--- src/rtl/fpux_pkg.sv ---
package fpux_pkg;
  localparam int EXC_N  = 6;
  localparam int DATA_W = 32;

  localparam int OFS_INFO = 'h00;
  localparam int OFS_RAW  = 'h04;
  localparam int OFS_MSKD = 'h08;
  localparam int OFS_MSET = 'h0C;
  localparam int OFS_MCLR = 'h10;

  typedef enum logic [2:0] {
    SEL_INFO,
    SEL_RAW,
    SEL_MSKD,
    SEL_MSET,
    SEL_MCLR,
    SEL_NONE
  } fpux_sel_e;
endpackage

--- src/rtl/fpux_decode.sv ---
module fpux_decode
  import fpux_pkg::*;
#(
  parameter int ADDR_W = 8
) (
  input  logic [ADDR_W-1:0] addr_i,
  output fpux_sel_e         sel_o
);
  always_comb begin
    if (addr_i == ADDR_W'(OFS_INFO))      sel_o = SEL_INFO;
    else if (addr_i == ADDR_W'(OFS_RAW))  sel_o = SEL_RAW;
    else if (addr_i == ADDR_W'(OFS_MSKD)) sel_o = SEL_MSKD;
    else if (addr_i == ADDR_W'(OFS_MSET)) sel_o = SEL_MSET;
    else if (addr_i == ADDR_W'(OFS_MCLR)) sel_o = SEL_MCLR;
    else                                  sel_o = SEL_NONE;
  end
endmodule

--- src/rtl/fpux_status.sv ---
module fpux_status #(
  parameter int N = 6
) (
  input  logic         clk_i,
  input  logic         rst_ni,
  input  logic         en_i,
  input  logic [N-1:0] exc_i,
  input  logic [N-1:0] clr_i,
  output logic [N-1:0] raw_o
);
  logic [N-1:0] raw_q;
  logic [N-1:0] raw_d;

  for (genvar i = 0; i < N; i++) begin : g_bit
    // hardware set takes priority over a software clear
    always_comb begin
      if (en_i) raw_d[i] = exc_i[i] | (raw_q[i] & ~clr_i[i]);
      else      raw_d[i] = 1'b0;
    end

    always_ff @(posedge clk_i or negedge rst_ni) begin
      if (!rst_ni) raw_q[i] <= 1'b0;
      else         raw_q[i] <= raw_d[i];
    end


    set_wins_chk: assert property (@(posedge clk_i) disable iff (!rst_ni)
      en_i && exc_i[i] |=> raw_q[i]);

    clear_works_chk: assert property (@(posedge clk_i) disable iff (!rst_ni)
      clr_i[i] && !exc_i[i] |=> !raw_q[i]);

    sticky_chk: assert property (@(posedge clk_i) disable iff (!rst_ni)
      en_i && raw_q[i] && !clr_i[i] |=> raw_q[i]);
  end

  assign raw_o = raw_q;
endmodule

--- src/rtl/fpux_mask.sv ---
module fpux_mask #(
  parameter int N = 6
) (
  input  logic         clk_i,
  input  logic         rst_ni,
  input  logic         en_i,
  input  logic [N-1:0] set_i,
  input  logic [N-1:0] clr_i,
  output logic [N-1:0] mask_o
);
  logic [N-1:0] mask_q;
  logic [N-1:0] mask_d;
  logic         upd;

  assign upd = ~en_i | (|set_i) | (|clr_i);

  always_comb begin
    if (en_i) mask_d = (mask_q | set_i) & ~clr_i;
    else      mask_d = '0;
  end

  always_ff @(posedge clk_i or negedge rst_ni) begin
    if (!rst_ni)  mask_q <= '0;
    else if (upd) mask_q <= mask_d;
  end

  for (genvar i = 0; i < N; i++) begin : g_chk

    mask_set_chk: assert property (@(posedge clk_i) disable iff (!rst_ni)
      en_i && set_i[i] && !clr_i[i] |=> mask_q[i]);

    mask_clr_chk: assert property (@(posedge clk_i) disable iff (!rst_ni)
      clr_i[i] |=> !mask_q[i]);

    mask_hold_chk: assert property (@(posedge clk_i) disable iff (!rst_ni)
      en_i && !set_i[i] && !clr_i[i] |=> $stable(mask_q[i]));
  end

  assign mask_o = mask_q;
endmodule

--- src/rtl/fpux_irq_gen.sv ---
module fpux_irq_gen #(
  parameter int N = 6
) (
  input  logic         clk_i,
  input  logic         rst_ni,
  input  logic [N-1:0] raw_i,
  input  logic [N-1:0] mask_i,
  output logic         irq_o
);
  logic irq_q;
  logic irq_d;

  always_comb irq_d = |(raw_i & mask_i);

  always_ff @(posedge clk_i or negedge rst_ni) begin
    if (!rst_ni) irq_q <= 1'b0;
    else         irq_q <= irq_d;
  end


  irq_rise_chk: assert property (@(posedge clk_i) disable iff (!rst_ni)
    (|(raw_i & mask_i)) |=> irq_q);

  irq_low_chk: assert property (@(posedge clk_i) disable iff (!rst_ni)
    !(|(raw_i & mask_i)) |=> !irq_q);

  assign irq_o = irq_q;
endmodule

--- src/rtl/fpux_irq_regs.sv ---
module fpux_irq_regs
  import fpux_pkg::*;
#(
  parameter int ADDR_W = 8
) (
  input  logic              clk_i,
  input  logic              rst_ni,
  input  logic              core_id_i,
  input  logic              fpu_present_i,
  input  logic [ADDR_W-1:0] addr_i,
  input  logic              wr_en_i,
  input  logic [DATA_W-1:0] wr_data_i,
  output logic [DATA_W-1:0] rd_data_o,
  input  logic [EXC_N-1:0]  exc_i,
  output logic              irq_o
);
  localparam int PAD_W = DATA_W - EXC_N;

  fpux_sel_e        sel;
  logic [EXC_N-1:0] raw;
  logic [EXC_N-1:0] mask;
  logic [EXC_N-1:0] raw_clr;
  logic [EXC_N-1:0] msk_set;
  logic [EXC_N-1:0] msk_clr;
  logic [EXC_N-1:0] wr_bits;

  fpux_decode #(.ADDR_W(ADDR_W)) u_decode (
    .addr_i (addr_i),
    .sel_o  (sel)
  );

  assign wr_bits = wr_data_i[EXC_N-1:0];

  always_comb begin
    raw_clr = '0;
    msk_set = '0;
    msk_clr = '0;
    if (wr_en_i && fpu_present_i) begin
      case (sel)
        SEL_RAW:  raw_clr = wr_bits;
        SEL_MSET: msk_set = wr_bits;
        SEL_MCLR: msk_clr = wr_bits;
        default:  ;
      endcase
    end
  end

  fpux_status #(.N(EXC_N)) u_status (
    .clk_i  (clk_i),
    .rst_ni (rst_ni),
    .en_i   (fpu_present_i),
    .exc_i  (exc_i),
    .clr_i  (raw_clr),
    .raw_o  (raw)
  );

  fpux_mask #(.N(EXC_N)) u_mask (
    .clk_i  (clk_i),
    .rst_ni (rst_ni),
    .en_i   (fpu_present_i),
    .set_i  (msk_set),
    .clr_i  (msk_clr),
    .mask_o (mask)
  );

  fpux_irq_gen #(.N(EXC_N)) u_irq (
    .clk_i  (clk_i),
    .rst_ni (rst_ni),
    .raw_i  (raw),
    .mask_i (mask),
    .irq_o  (irq_o)
  );

  always_comb begin
    rd_data_o = '0;
    case (sel)
      SEL_INFO: rd_data_o = {{(DATA_W-2){1'b0}}, fpu_present_i, core_id_i};
      SEL_RAW:  rd_data_o = {{PAD_W{1'b0}}, raw};
      SEL_MSKD: rd_data_o = {{PAD_W{1'b0}}, raw & mask};
      SEL_MSET,
      SEL_MCLR: rd_data_o = {{PAD_W{1'b0}}, mask};
      default:  rd_data_o = '0;
    endcase
  end


  absent_quiet_chk: assert property (@(posedge clk_i) disable iff (!rst_ni)
    !fpu_present_i |=> (raw == '0) && (mask == '0) && !irq_o);

  unmapped_wr_chk: assert property (@(posedge clk_i) disable iff (!rst_ni)
    wr_en_i && (sel == SEL_NONE || sel == SEL_MSKD || sel == SEL_INFO) && (exc_i == '0)
    |=> $stable(raw) && $stable(mask));

  upper_zero_chk: assert property (@(posedge clk_i) disable iff (!rst_ni)
    rd_data_o[DATA_W-1:EXC_N] == '0);
endmodule

--- config.mk ---
export PLATFORM = sky130hd
export DESIGN_NAME = fpux_irq_regs
export DESIGN_NICKNAME = d
export VERILOG_FILES = /design/src/rtl/fpux_pkg.sv /design/src/rtl/fpux_decode.sv /design/src/rtl/fpux_status.sv /design/src/rtl/fpux_mask.sv /design/src/rtl/fpux_irq_gen.sv /design/src/rtl/fpux_irq_regs.sv
export SDC_FILE = /design/constraint.sdc
export NUM_CORES = 1
export LEC_CHECK = 0
export BUFFER_PORTS_ARGS = -buffer_cell sky130_fd_sc_hd__buf_2
export CORE_MARGIN = 2
export CORE_UTILIZATION = 42
export CTS_CLUSTER_SIZE = 25
export DETAILED_ROUTE_END_ITERATION = 8
export GPL_ROUTABILITY_DRIVEN = 1
export PLACE_DENSITY = 0.78
export SLEW_MARGIN = 15
export SYNTH_ARGS = -nofsm -noshare
export SYNTH_HDL_FRONTEND = slang
export SYNTH_HIERARCHICAL = 1
export SYNTH_SLANG_ARGS = --single-unit
--- constraint.sdc ---
create_clock -name clk_i -period 2.1 [get_ports clk_i]
set_clock_uncertainty 0.2 [all_clocks]
set_input_delay 0.21 -clock clk_i [delete_from_list [all_inputs] [get_ports clk_i]]
set_output_delay 0.21 -clock clk_i [all_outputs]
set_load 0.03 [all_outputs]
Yosys cells after proc, flatten, opt, wreduce, memory -nomap -nowiden
Index checks and enable logic that the tools add are counted.

Bits in registers: 13. Output and inout port bits: 33. Logic and storage cells: 67.

Eq/ne operators: 8. Mux-type cells: 19. Bitwise operators: 25. Reduce and logical (&&, ||, !) cells: 7.

Operators with widths (number): two-way mux 6 bit (7); case mux 6 bit (4 select lines) (1); OR reduction 6 bit (3); == test 8 x 4 -> 1 bit, second input constant (2); AND 6 bit (2); two-way mux 3 bit (4); == test 8 x 3 -> 1 bit, second input constant (1); == test 8 x 5 -> 1 bit, second input constant (1); logical NOT 8 bit (1); bitwise OR 1 bit (8); two-way mux 1 bit (7); NOT 1 bit (7); AND 1 bit (6); == test 3 x 2 -> 1 bit, second input constant (2); NOT 6 bit (1); bitwise OR 6 bit (1); == test 3 x 1 -> 1 bit, second input constant (1); == test 3 bit, second input constant (1); logical NOT 3 bit (1); OR reduction 2 bit (1); logical AND 1 bit (1).

Logic depth before layout (Yosys ltp)
Gate-level depths: netlist of the first run.

Word-level depth: 13. Mapped depth: 9. Gate-level depth less buffers: 7.

By module
The synthesis of the first run kept the hierarchy.

Modules (own cells, without submodules): fpux_irq_regs (times used 1, cells an instance 95, area each 609.3 um^2, sequential area each 0.0 um^2); fpux_status (times used 1, cells an instance 18, area each 277.8 um^2, sequential area each 150.1 um^2); fpux_mask (times used 1, cells an instance 18, area each 247.7 um^2, sequential area each 150.1 um^2); fpux_irq_gen (times used 1, cells an instance 5, area each 52.6 um^2, sequential area each 25.0 um^2); fpux_decode (times used 1, cells an instance 6, area each 41.3 um^2, sequential area each 0.0 um^2).

Worst setup path after synthesis of the first run
OpenSTA, ideal clock, no wires.

Kind: input -> output. Start point: in addr_i[7]. End point: out rd_data_o[2]. Arrival time: 1.779 ns. Slack: -0.089 ns. Stages: 7. Buffers on the path: 2. Cells stage by stage: nor3_2 -> and4b_1 -> buf_6 -> buf_4 -> and3_1 -> a21oi_1 -> o21ai_0.

RTL lines: from (decl) (line fpux_irq_regs.sv:10) `input logic [ADDR_W-1:0] addr_i,`; == test 8 x 4 -> 1 bit (line fpux_decode.sv:13) `else if (addr_i == ADDR_W'(OFS_MSET)) sel_o = SEL_MSET;`; two-way mux 3 bit (line fpux_decode.sv:13); two-way mux 3 bit (line fpux_decode.sv:12) `else if (addr_i == ADDR_W'(OFS_MSKD)) sel_o = SEL_MSKD;`; two-way mux 3 bit (line fpux_decode.sv:11) `else if (addr_i == ADDR_W'(OFS_RAW)) sel_o = SEL_RAW;`; two-way mux 3 bit * (line fpux_decode.sv:10) `if (addr_i == ADDR_W'(OFS_INFO)) sel_o = SEL_INFO;`; named net sel[1] (line fpux_irq_regs.sv:19) `fpux_sel_e sel;`; == test 3 x 2 -> 1 bit or == test 3 bit (tied branches) (line fpux_irq_regs.sv:76) `case (sel)`; OR reduction 2 bit (line fpux_irq_regs.sv:76); case mux 6 bit (4 select lines) * (line fpux_irq_regs.sv:76); to (decl) (line fpux_irq_regs.sv:13) `output logic [DATA_W-1:0] rd_data_o,`.

Mark *: on every way through the listed nets, which the timed path passes. The rest lies on a longest branch.

Worst setup path in the final report of the first run
Start point: in addr_i[6]. End point: out rd_data_o[1].

Same word-level chain as after synthesis.

==> results of run 1 <==
## sequential cells by signal (all words and copies together) (netlist names)
name            count
u_irq/irq_o         1
u_mask/mask_o       6
u_status/raw_o      6
## layout make-up
cell class,instances,area [um^2],share of cell area
clock buffer,4,26.28,0.01630
inverter,1,3.754,0.002329
multi-input combinational,122,805.8,0.5000
sequential,13,325.3,0.2019
tap,31,38.79,0.02407
timing repair buffer,53,411.6,0.2554
## synth_stat cells
library cell | n | area, um^2
a22oi_1 | 3 | 22.52
nor3_1 | 1 | 5.000
nor2_1 | 22 | 82.58
a221oi_2 | 2 | 30.03
nand3_1 | 6 | 30.03
nor2b_1 | 2 | 12.51
o21a_1 | 6 | 45.04
nor2b_4 | 6 | 82.58
mux2_4 | 2 | 30.03
nor3b_2 | 7 | 87.58
buf_2 | 2 | 10.01
a21oi_1 | 5 | 25.02
nand2_1 | 12 | 45.04
dfrtp_1 | 13 | 325.3
and4b_1 | 1 | 10.01
nor3_2 | 1 | 10.01
inv_1 | 1 | 3.750
nor4b_1 | 1 | 8.760
o21ai_1 | 2 | 10.01
nor2_4 | 1 | 11.26
buf_6 | 1 | 11.26
nand3b_1 | 1 | 7.510
o21ai_0 | 4 | 20.02
mux2_2 | 4 | 45.04
and3_1 | 6 | 37.54
conb_1 | 1 | 3.750
nand4_1 | 1 | 6.260
buf_4 | 28 | 210.2
## logic make-up after synthesis
logic type,synth area share
DFF,0.2648
buffers and inverters,0.1914
other,0.003052
AOI/OAI and AO/OA,0.1242
and+or+nand+nor,0.3554
muxes,0.06110
## power by group through the flow
stage               combinational, mW  sequential [mW]  clock [mW]
floorplan                       0.149            0.268           0
global placement                0.149            0.271           0
detailed placement              0.151            0.271           0
CTS                             0.169            0.266       0.164
global route                    0.190            0.268       0.177
finish                          0.176            0.267       0.156
## timing repair
item | CTS | global route
hold endpoints to repair | 19 | 0
pin swaps | 4 | 8
resized for setup | 8 | 17
cloned | 1 | 0
hold buffers | 8 | 0
endpoints found under the setup margin | 6 | 7
buffers inserted | 2 | 3
## worst min path at each step
| stage | start | end | slack (ps) | cells past startpoint |
|---|---|---|---|---|
| 2_1_floorplan | rst_ni | u_irq/irq_o | -290 | 0 |
| 5_1_grt | fpu_present_i | u_mask/mask_o[4] | 50 | 2 |
| 6_report | fpu_present_i | u_mask/mask_o[4] | 40 | 2 |
| 3_5_place_dp | rst_ni | u_status/raw_o[2] | -80 | 1 |
| 4_1_cts | fpu_present_i | u_mask/mask_o[4] | 40 | 2 |
| 3_3_place_gp | rst_ni | u_status/raw_o[2] | -90 | 1 |
## metal layers
layer | share of wire | up-vias | track usage
met4 | 0.016 | 0 | 0.05980
met5 | 0 | - | 0
met2 | 0.52 | 38 | 0.2906
li1 | - | 536 | -
met1 | 0.41 | 498 | 0.2133
met3 | 0.052 | 5 | 0.02679
## worst max-delay path: stages
cell      delay [ps]
buf_6            100
nor3_4           190
and4b_2          300
buf_12           130
mux2_4           300
a221oi_2         270
o21ai_1          100
buf_4            170
==> run_summary.xml, run 1 <==
<?xml version="1.0" encoding="UTF-8"?>
<metrics>
  <group name="clock_network">
    <metric name="tritoncts" unit="">yes</metric>
    <metric name="cts_buffers" unit="">3</metric>
    <metric name="cts.clk_slew.worst_paths" unit="ps">80</metric>
    <metric name="root_buffer" unit="">clkbuf_4</metric>
    <metric name="htree_num_levels" unit="">1</metric>
    <metric name="clock-sinks" unit="">13</metric>
    <metric name="maximum_root_to_sink_buffer_count" unit="">2</metric>
    <metric name="clk_latency" unit="ps">270</metric>
  </group>
  <group name="cells_and_area">
    <metric name="final_nets" unit="">245</metric>
    <metric name="num-fill-cells" unit="">267</metric>
    <metric name="drive_above_1_share" unit="">0.4041</metric>
    <metric name="layout_overhead_on_the_synthesized_area" unit="%">31.16</metric>
    <metric name="number_of_antenna_cells_inserted" unit="">0</metric>
    <metric name="finished_layout_cells" unit="">224</metric>
    <metric name="most-common-layout-cells" unit="">26 x conb_1, 23 x buf_2, 22 x nor2_1</metric>
    <metric name="final_cell_area" unit="um^2">1612</metric>
    <metric name="utilization" unit="">0.5844</metric>
    <metric name="layout.cells.most_common" unit="">conb_1</metric>
  </group>
  <group name="critical_path">
    <metric name="crit_required" unit="ps">1690</metric>
    <metric name="worst_setup_path_endpoint" unit="">rd_data_o[1]</metric>
    <metric name="arrival" unit="ps">1770</metric>
    <metric name="startpoint_type" unit="">primary input</metric>
    <metric name="timing.setup.critical_path_class" unit="">primary input to primary output</metric>
    <metric name="crit_path_max_fanout" unit="">6</metric>
    <metric name="timing.rr.end" unit="">u_status/raw_o[4]</metric>
    <metric name="type_of_element_capturing_the_critical_path" unit="">primary output</metric>
    <metric name="regToRegSetupSlack" unit="ps">520</metric>
    <metric name="worst_r2r_path_depth" unit="">3</metric>
    <metric name="startpoint" unit="">addr_i[6]</metric>
    <metric name="worstReg2RegStart" unit="">u_status/raw_o[4]</metric>
  </group>
  <group name="die">
    <metric name="dieWidth" unit="um">58.09</metric>
    <metric name="placeableCoreArea" unit="um^2">2758</metric>
    <metric name="dieArea" unit="um^2">3374</metric>
    <metric name="floorplan.initialDensity" unit="">0.4456</metric>
    <metric name="total_number_of_placement_rows" unit="">19</metric>
    <metric name="io-pin-count" unit="">84</metric>
    <metric name="die_h" unit="um">58.09</metric>
  </group>
  <group name="sta">
    <metric name="finalSetupTns" unit="ps">-82.32</metric>
    <metric name="post-route-period-util" unit="">1.038</metric>
    <metric name="finalHoldViolations" unit="">0</metric>
    <metric name="fmax" unit="MHz">458.6</metric>
    <metric name="min_period" unit="ps">2180</metric>
    <metric name="grt_setup_unrepaired" unit="">true</metric>
    <metric name="final-max-slew-violation-count" unit="">0</metric>
    <metric name="hold_slack" unit="ps">44.31</metric>
    <metric name="finalSetupViolCount" unit="">2</metric>
    <metric name="setup_slack" unit="ps">-80.46</metric>
  </group>
  <group name="pwr">
    <metric name="pwr_density_cell" unit="nW/um^2">371.2</metric>
    <metric name="sequentialPowerShare" unit="">0.446</metric>
    <metric name="internal_power" unit="uW">402.2</metric>
    <metric name="vdd.ir_drop.worst" unit="mV">0.3070</metric>
    <metric name="switching_power" unit="uW">195.9</metric>
    <metric name="power.clock.fraction" unit="">0.260</metric>
    <metric name="p_leak" unit="nW">0.7585</metric>
    <metric name="total_power" unit="uW">598.1</metric>
    <metric name="comb_power_share" unit="">0.294</metric>
    <metric name="switching_share" unit="">0.3276</metric>
  </group>
  <group name="synthesis">
    <metric name="yosys_warnings" unit="">6</metric>
    <metric name="syn-cell-area" unit="um^2">1229</metric>
    <metric name="sequential_fraction_of_the_synthesis_area" unit="">0.2648</metric>
    <metric name="number_of_distinct_library_cell_variants_in_the_gate_level_netlist_after_synthesis" unit="">28</metric>
    <metric name="ys_seq_elements" unit="">13</metric>
    <metric name="synthCells" unit="">142</metric>
    <metric name="synthesis.area_per_instance" unit="um^2">8.653</metric>
  </group>
  <group name="status">
    <metric name="run_status" unit="">finished, violations left</metric>
    <metric name="violated_checks" unit="">negative setup slack</metric>
  </group>
  <group name="placement">
    <metric name="gp_routability_congestion" unit="">0.8179</metric>
    <metric name="place_ws" unit="ps">-118.0</metric>
    <metric name="placed_cell_area" unit="um^2">1358</metric>
    <metric name="detailedPlacementHpwl" unit="um">1929</metric>
    <metric name="portBuffers" unit="">31</metric>
    <metric name="placed_cell_count" unit="">206</metric>
  </group>
  <group name="drt">
    <metric name="drcViolationCount" unit="">0</metric>
    <metric name="detail_route.iter0.violations" unit="">25</metric>
    <metric name="wirelength" unit="um">2794</metric>
    <metric name="number_of_iterations_in_the_first_detailed_routing_pass" unit="">4</metric>
    <metric name="post_drt_wl_per_cell" unit="um">12.47</metric>
    <metric name="residual_antenna_violating_net_count_after_detailed_routing" unit="">0</metric>
    <metric name="route.vias.total" unit="">1077</metric>
    <metric name="avgViaCountPerCell" unit="">4.808</metric>
  </group>
  <group name="global_routing">
    <metric name="first_pass_grt_wire_length" unit="um">4395</metric>
    <metric name="groute.usage.overall" unit="">0.1688</metric>
    <metric name="first_global_vias" unit="">982</metric>
    <metric name="overflow" unit="">0</metric>
    <metric name="grt_max_degree" unit="">18</metric>
    <metric name="antenna_found_initial" unit="">0</metric>
  </group>
  <group name="min_path">
    <metric name="hold_path.class" unit="">primary input to register</metric>
  </group>
  <group name="job">
    <metric name="cap_violations" unit="">0</metric>
  </group>
</metrics>
Power figures use the tool's default switching activity.
==> run 2: changes to the inputs <==
Settings changed: BUFFER_PORTS_ARGS -buffer_cell sky130_fd_sc_hd__buf_2 to -buffer_cell sky130_fd_sc_hd__clkbuf_2.
==> run 2 against run 1 <==
  * The run still ends with negative setup slack left
  * Fmax rose by 2.5%
  * Cell count fell by 1.3%
  * Combinational power is 4% lower
  * First-iteration DRC count up 20%
  * Critical path depth unchanged
  * Via count down 1.7%
  * Hold slack better by 24 ps
  * Sequential cell count did not move
  * Total power shrank 0.78%
  * Critical path type unchanged
  * Critical endpoint unchanged
==> run_summary.xml, run 2 (synthesized netlist as in run 1, its figures left out) <==
<?xml version="1.0" encoding="UTF-8"?>
<metrics>
  <group name="clock_network">
    <metric name="root_buffer" unit="">clkbuf_4</metric>
    <metric name="clock-sinks" unit="">13</metric>
    <metric name="clk_latency" unit="ps">280</metric>
    <metric name="maximum_root_to_sink_buffer_count" unit="">2</metric>
    <metric name="cts.clk_slew.worst_paths" unit="ps">90</metric>
    <metric name="tritoncts" unit="">yes</metric>
    <metric name="htree_num_levels" unit="">1</metric>
    <metric name="cts_buffers" unit="">3</metric>
  </group>
  <group name="critical_path">
    <metric name="timing.setup.critical_path_class" unit="">primary input to primary output</metric>
    <metric name="type_of_element_capturing_the_critical_path" unit="">primary output</metric>
    <metric name="crit_path_max_fanout" unit="">12</metric>
    <metric name="arrival" unit="ps">1720</metric>
    <metric name="startpoint_type" unit="">primary input</metric>
    <metric name="crit_required" unit="ps">1690</metric>
  </group>
  <group name="pwr">
    <metric name="pwr_density_cell" unit="nW/um^2">390.4</metric>
    <metric name="p_leak" unit="nW">0.7309</metric>
    <metric name="vdd.ir_drop.worst" unit="mV">0.2480</metric>
  </group>
  <group name="drt">
    <metric name="number_of_iterations_in_the_first_detailed_routing_pass" unit="">4</metric>
    <metric name="avgViaCountPerCell" unit="">4.792</metric>
    <metric name="detail_route.iter0.violations" unit="">30</metric>
    <metric name="route.vias.total" unit="">1059</metric>
    <metric name="wirelength" unit="um">2599</metric>
    <metric name="residual_antenna_violating_net_count_after_detailed_routing" unit="">0</metric>
    <metric name="drcViolationCount" unit="">0</metric>
    <metric name="post_drt_wl_per_cell" unit="um">11.76</metric>
  </group>
  <group name="die">
    <metric name="placeableCoreArea" unit="um^2">2758</metric>
    <metric name="total_number_of_placement_rows" unit="">19</metric>
    <metric name="die_h" unit="um">58.09</metric>
    <metric name="dieWidth" unit="um">58.09</metric>
    <metric name="io-pin-count" unit="">84</metric>
    <metric name="floorplan.initialDensity" unit="">0.4456</metric>
    <metric name="dieArea" unit="um^2">3374</metric>
  </group>
  <group name="cells_and_area">
    <metric name="layout_overhead_on_the_synthesized_area" unit="%">23.73</metric>
    <metric name="layout.cells.most_common" unit="">conb_1</metric>
    <metric name="drive_above_1_share" unit="">0.3789</metric>
    <metric name="number_of_antenna_cells_inserted" unit="">0</metric>
    <metric name="most-common-layout-cells" unit="">26 x conb_1, 25 x clkbuf_2, 22 x nor2_1</metric>
    <metric name="num-fill-cells" unit="">259</metric>
    <metric name="final_nets" unit="">242</metric>
  </group>
  <group name="status">
    <metric name="violated_checks" unit="">negative setup slack</metric>
    <metric name="run_status" unit="">finished, violations left</metric>
  </group>
  <group name="sta">
    <metric name="finalHoldViolations" unit="">0</metric>
    <metric name="grt_setup_unrepaired" unit="">true</metric>
    <metric name="finalSetupViolCount" unit="">1</metric>
    <metric name="setup_slack" unit="ps">-27.81</metric>
    <metric name="post-route-period-util" unit="">1.013</metric>
    <metric name="hold_slack" unit="ps">68.52</metric>
    <metric name="fmax" unit="MHz">470.0</metric>
    <metric name="min_period" unit="ps">2128</metric>
    <metric name="finalSetupTns" unit="ps">-27.81</metric>
    <metric name="final-max-slew-violation-count" unit="">0</metric>
  </group>
  <group name="global_routing">
    <metric name="grt_max_degree" unit="">18</metric>
    <metric name="overflow" unit="">0</metric>
    <metric name="first_pass_grt_wire_length" unit="um">4174</metric>
    <metric name="first_global_vias" unit="">930</metric>
    <metric name="groute.usage.overall" unit="">0.1624</metric>
    <metric name="antenna_found_initial" unit="">0</metric>
  </group>
  <group name="placement">
    <metric name="portBuffers" unit="">31</metric>
    <metric name="detailedPlacementHpwl" unit="um">1977</metric>
    <metric name="gp_routability_congestion" unit="">0.8553</metric>
  </group>
  <group name="job">
    <metric name="cap_violations" unit="">0</metric>
  </group>
  <group name="min_path">
    <metric name="hold_path.class" unit="">primary input to register</metric>
  </group>
</metrics>
==> run 2: changes by cell type in the layout (fill, tap and decap cells not counted), sizes merged <==
cell,change
buf,-28
clkbuf,+25
==> run 2: final timing paths <==
check,startpoint,end,slack [ps],cells past startpoint
min in group asynchronous,rst_ni,u_mask/mask_o[1],170,2
setup reg to reg,u_mask/mask_o[5],u_irq/irq_o,1040,2
hold reg to reg,u_status/raw_o[2],u_irq/irq_o,400,2
setup / recovery,addr_i[7],rd_data_o[1],-30,8
max in group asynchronous,rst_ni,u_mask/mask_o[4],1280,2
hold / removal,wr_data_i[5],u_mask/mask_o[5],70,4
==> run 2: repair_timing <==
action / CTS / global route
hold buffers: 8 / 0
pin swaps: 0 / 1
resized for setup: 3 / 11
setup endpoints to repair: 3 / 6
setup buffers: 1 / 0
hold endpoints to repair: 19 / 0
==> run 2: stage by stage <==
| stage | cells | total power [mW] | utilization | setup WS [ps] | area [um^2] |
|---|---|---|---|---|---|
| floorplan | 167 | 0.4170 | - | 139.1 | 1323 |
| global placement | 208 | 0.4211 | 0.4977 | -10.56 | 1373 |
| detailed placement | 208 | 0.4232 | 0.4977 | -32.10 | 1373 |
| CTS | 221 | 0.5935 | 0.5431 | -21.47 | 1498 |
| global route | 221 | 0.6352 | 0.5513 | -107.8 | 1520 |
| finish | 221 | 0.5935 | 0.5513 | -27.81 | 1520 |
==> run 2: final cells by class <==
type                            instances  area [um^2]  area share
Tap cell                               31        38.79     0.02551
Clock buffer                            4        26.28     0.01728
Timing Repair Buffer                   50        335.3      0.2206
Inverter                                1        3.754    0.002469
Multi-Input combinational cell        122        790.8      0.5202
Sequential cell                        13        325.3      0.2140
==> run 2: critical path, cell delays in order <==
cell and delay [ps]:
clkbuf_2 100, nor3_4 180, and4b_1 270, buf_12 160
mux2_4 310, a221oi_2 230, o21ai_1 90, buf_4 170
==> run 2: report_power, final <==
| group | switching (mW) | internal (mW) |
|---|---|---|
| clock | 0.0842 | 0.0736 |
| combinational | 0.103 | 0.0659 |
| sequential | 0.00866 | 0.258 |
==> run 2: layer usage <==
layer	GRT usage	up-vias	share of wire
met4	0.06977	0	0.0088
met5	0	-	0
met2	0.2614	40	0.51
li1	-	531	-
met3	0.02679	2	0.062
met1	0.2150	486	0.42
==> run 3: changes to the inputs <==
Settings changed: BUFFER_PORTS_ARGS -buffer_cell sky130_fd_sc_hd__clkbuf_2 to unset, CORE_UTILIZATION 42 to 50, DONT_BUFFER_PORTS set to 1, PLACE_DENSITY 0.78 to 0.62, TNS_END_PERCENT set to 30.
==> run 3 against run 2 <==
  * Global-route usage is 2.6 points higher
  * Register-to-register slack hardly changed
  * Combinational power is 18% lower
  * Sequential power hardly changed
  * Wire length is 3.9% lower
  * Clock-buffer cell count stayed put
  * Non-clock buffer count is 26 lower
  * Critical path type unchanged
  * Clock power hardly changed
  * Hold slack worse by 50 ps
  * The run now ends clean
  * Highest routed layer unchanged
  * Cell area is 9.6% lower
==> run_summary.xml, run 3 (synthesized netlist as in run 1, its figures left out) <==
<?xml version="1.0" encoding="UTF-8"?>
<metrics>
  <group name="global_routing">
    <metric name="first_global_vias" unit="">883</metric>
    <metric name="overflow" unit="">0</metric>
    <metric name="antenna_found_initial" unit="">0</metric>
    <metric name="grt_max_degree" unit="">16</metric>
    <metric name="groute.usage.overall" unit="">0.1883</metric>
    <metric name="first_pass_grt_wire_length" unit="um">3905</metric>
  </group>
  <group name="pwr">
    <metric name="p_leak" unit="nW">0.6193</metric>
    <metric name="pwr_density_cell" unit="nW/um^2">407.5</metric>
    <metric name="vdd.ir_drop.worst" unit="mV">0.3190</metric>
  </group>
  <group name="sta">
    <metric name="max_transition_margin" unit="">0.6007</metric>
    <metric name="hold_slack" unit="ps">18.74</metric>
    <metric name="fmax" unit="MHz">499.7</metric>
    <metric name="finalHoldViolations" unit="">0</metric>
    <metric name="max_slew.worst_pin.slew" unit="ps">597.0</metric>
    <metric name="finalSetupViolCount" unit="">0</metric>
    <metric name="min_period" unit="ps">2001</metric>
    <metric name="final-max-slew-violation-count" unit="">0</metric>
    <metric name="post-route-period-util" unit="">0.9529</metric>
    <metric name="grt_setup_unrepaired" unit="">false</metric>
  </group>
  <group name="clock_network">
    <metric name="clock-sinks" unit="">13</metric>
    <metric name="maximum_root_to_sink_buffer_count" unit="">2</metric>
    <metric name="htree_num_levels" unit="">1</metric>
    <metric name="tritoncts" unit="">yes</metric>
    <metric name="cts.clk_slew.worst_paths" unit="ps">80</metric>
    <metric name="clk_latency" unit="ps">270</metric>
    <metric name="root_buffer" unit="">clkbuf_4</metric>
    <metric name="cts_buffers" unit="">3</metric>
  </group>
  <group name="critical_path">
    <metric name="timing.setup.critical_path_class" unit="">primary input to primary output</metric>
    <metric name="crit_required" unit="ps">1690</metric>
    <metric name="type_of_element_capturing_the_critical_path" unit="">primary output</metric>
    <metric name="startpoint" unit="">addr_i[7]</metric>
    <metric name="crit_path_max_fanout" unit="">14</metric>
    <metric name="startpoint_type" unit="">primary input</metric>
    <metric name="arrival" unit="ps">1590</metric>
    <metric name="worstReg2RegStart" unit="">u_mask/mask_o[5]</metric>
  </group>
  <group name="cells_and_area">
    <metric name="final_nets" unit="">216</metric>
    <metric name="final_cell_area" unit="um^2">1374</metric>
    <metric name="number_of_antenna_cells_inserted" unit="">0</metric>
    <metric name="layout.cells.most_common" unit="">conb_1</metric>
    <metric name="layout_overhead_on_the_synthesized_area" unit="%">11.81</metric>
    <metric name="drive_above_1_share" unit="">0.2500</metric>
    <metric name="most-common-layout-cells" unit="">26 x conb_1, 22 x nor2_1, 14 x buf_4</metric>
  </group>
  <group name="die">
    <metric name="dieWidth" unit="um">53.57</metric>
    <metric name="placeableCoreArea" unit="um^2">2276</metric>
    <metric name="io-pin-count" unit="">84</metric>
    <metric name="floorplan.initialDensity" unit="">0.5399</metric>
    <metric name="dieArea" unit="um^2">2870</metric>
    <metric name="total_number_of_placement_rows" unit="">17</metric>
    <metric name="die_h" unit="um">53.57</metric>
  </group>
  <group name="placement">
    <metric name="detailedPlacementHpwl" unit="um">1810</metric>
    <metric name="placed_cell_area" unit="um^2">1236</metric>
    <metric name="portBuffers" unit="">0</metric>
    <metric name="gp_routability_congestion" unit="">0.7420</metric>
  </group>
  <group name="min_path">
    <metric name="hold_path.class" unit="">primary input to register</metric>
    <metric name="origin_of_the_worst_min_delay_path" unit="">fpu_present_i</metric>
  </group>
  <group name="drt">
    <metric name="wirelength" unit="um">2497</metric>
    <metric name="avgViaCountPerCell" unit="">5.203</metric>
    <metric name="detail_route.iter0.violations" unit="">15</metric>
    <metric name="number_of_iterations_in_the_first_detailed_routing_pass" unit="">4</metric>
    <metric name="post_drt_wl_per_cell" unit="um">13.01</metric>
    <metric name="route.vias.total" unit="">999</metric>
    <metric name="residual_antenna_violating_net_count_after_detailed_routing" unit="">0</metric>
    <metric name="drcViolationCount" unit="">0</metric>
  </group>
  <group name="job">
    <metric name="cap_violations" unit="">0</metric>
  </group>
  <group name="status">
    <metric name="run_status" unit="">finished clean</metric>
  </group>
</metrics>
[run 3: worst paths after layout]
check | to | slack, ps | depth (start not counted)
max | rd_data_o[1] | 100 | 7
min | u_mask/mask_o[0] | 20 | 3
max reg2reg | u_irq/irq_o | 1050 | 2
min reg2reg | u_irq/irq_o | 380 | 2
max in group asynchronous | u_mask/mask_o[4] | 1140 | 1
min in group asynchronous | u_mask/mask_o[0] | 180 | 1
[run 3: worst max-delay path, stage by stage]
cell	delay (ps)
nor3_4	170
and4b_1	270
buf_12	150
mux2_4	300
a221oi_2	210
o21ai_1	90
buf_4	180
[run 3: per-stage QoR]
stage	setup TNS, ps	total power [mW]	utilization	instances	setup slack (ps)
after global placement	0	0.3842	0.5432	177	115.8
after detailed placement	0	0.3867	0.5432	177	52.12
after global routing	0	0.5899	0.6036	192	25.52
after floorplan	-266.1	0.4167	-	167	-88.70
final	0	0.5598	0.6036	192	98.86
after CTS	0	0.5690	0.5943	190	64.50
[run 3: repair_timing]
action	4_1_cts	5_1_grt
setup endpoints to repair	0	1
hold endpoints to repair	25	0
hold buffers	9	0
gates resized for setup	0	1
setup buffers	0	2
[run 3: layer usage]
metal	vias up	global-route usage	wire length, um
met3	2	0.01944	186
li1	480	-	-
met4	0	0.05128	6
met2	46	0.3395	1305
met5	-	0	0
met1	471	0.2374	999
[run 3: power by group]
part | internal [mW] | switching (mW) | leakage [nW]
registers | 0.258 | 0.00823 | 0.173
clock network | 0.0736 | 0.0823 | 0.0150
logic | 0.0482 | 0.0896 | 0.431
total | 0.380 | 0.180 | 0.619
[run 3: final cells by class]
class | count | area, um^2
multi-input cells | 122 | 768.2
clock buffers | 4 | 26.28
fillers | 223 | 902.1
well taps | 28 | 35.03
repair buffers | 24 | 215.2
inverters | 1 | 3.754
flip-flops and latches | 13 | 325.3
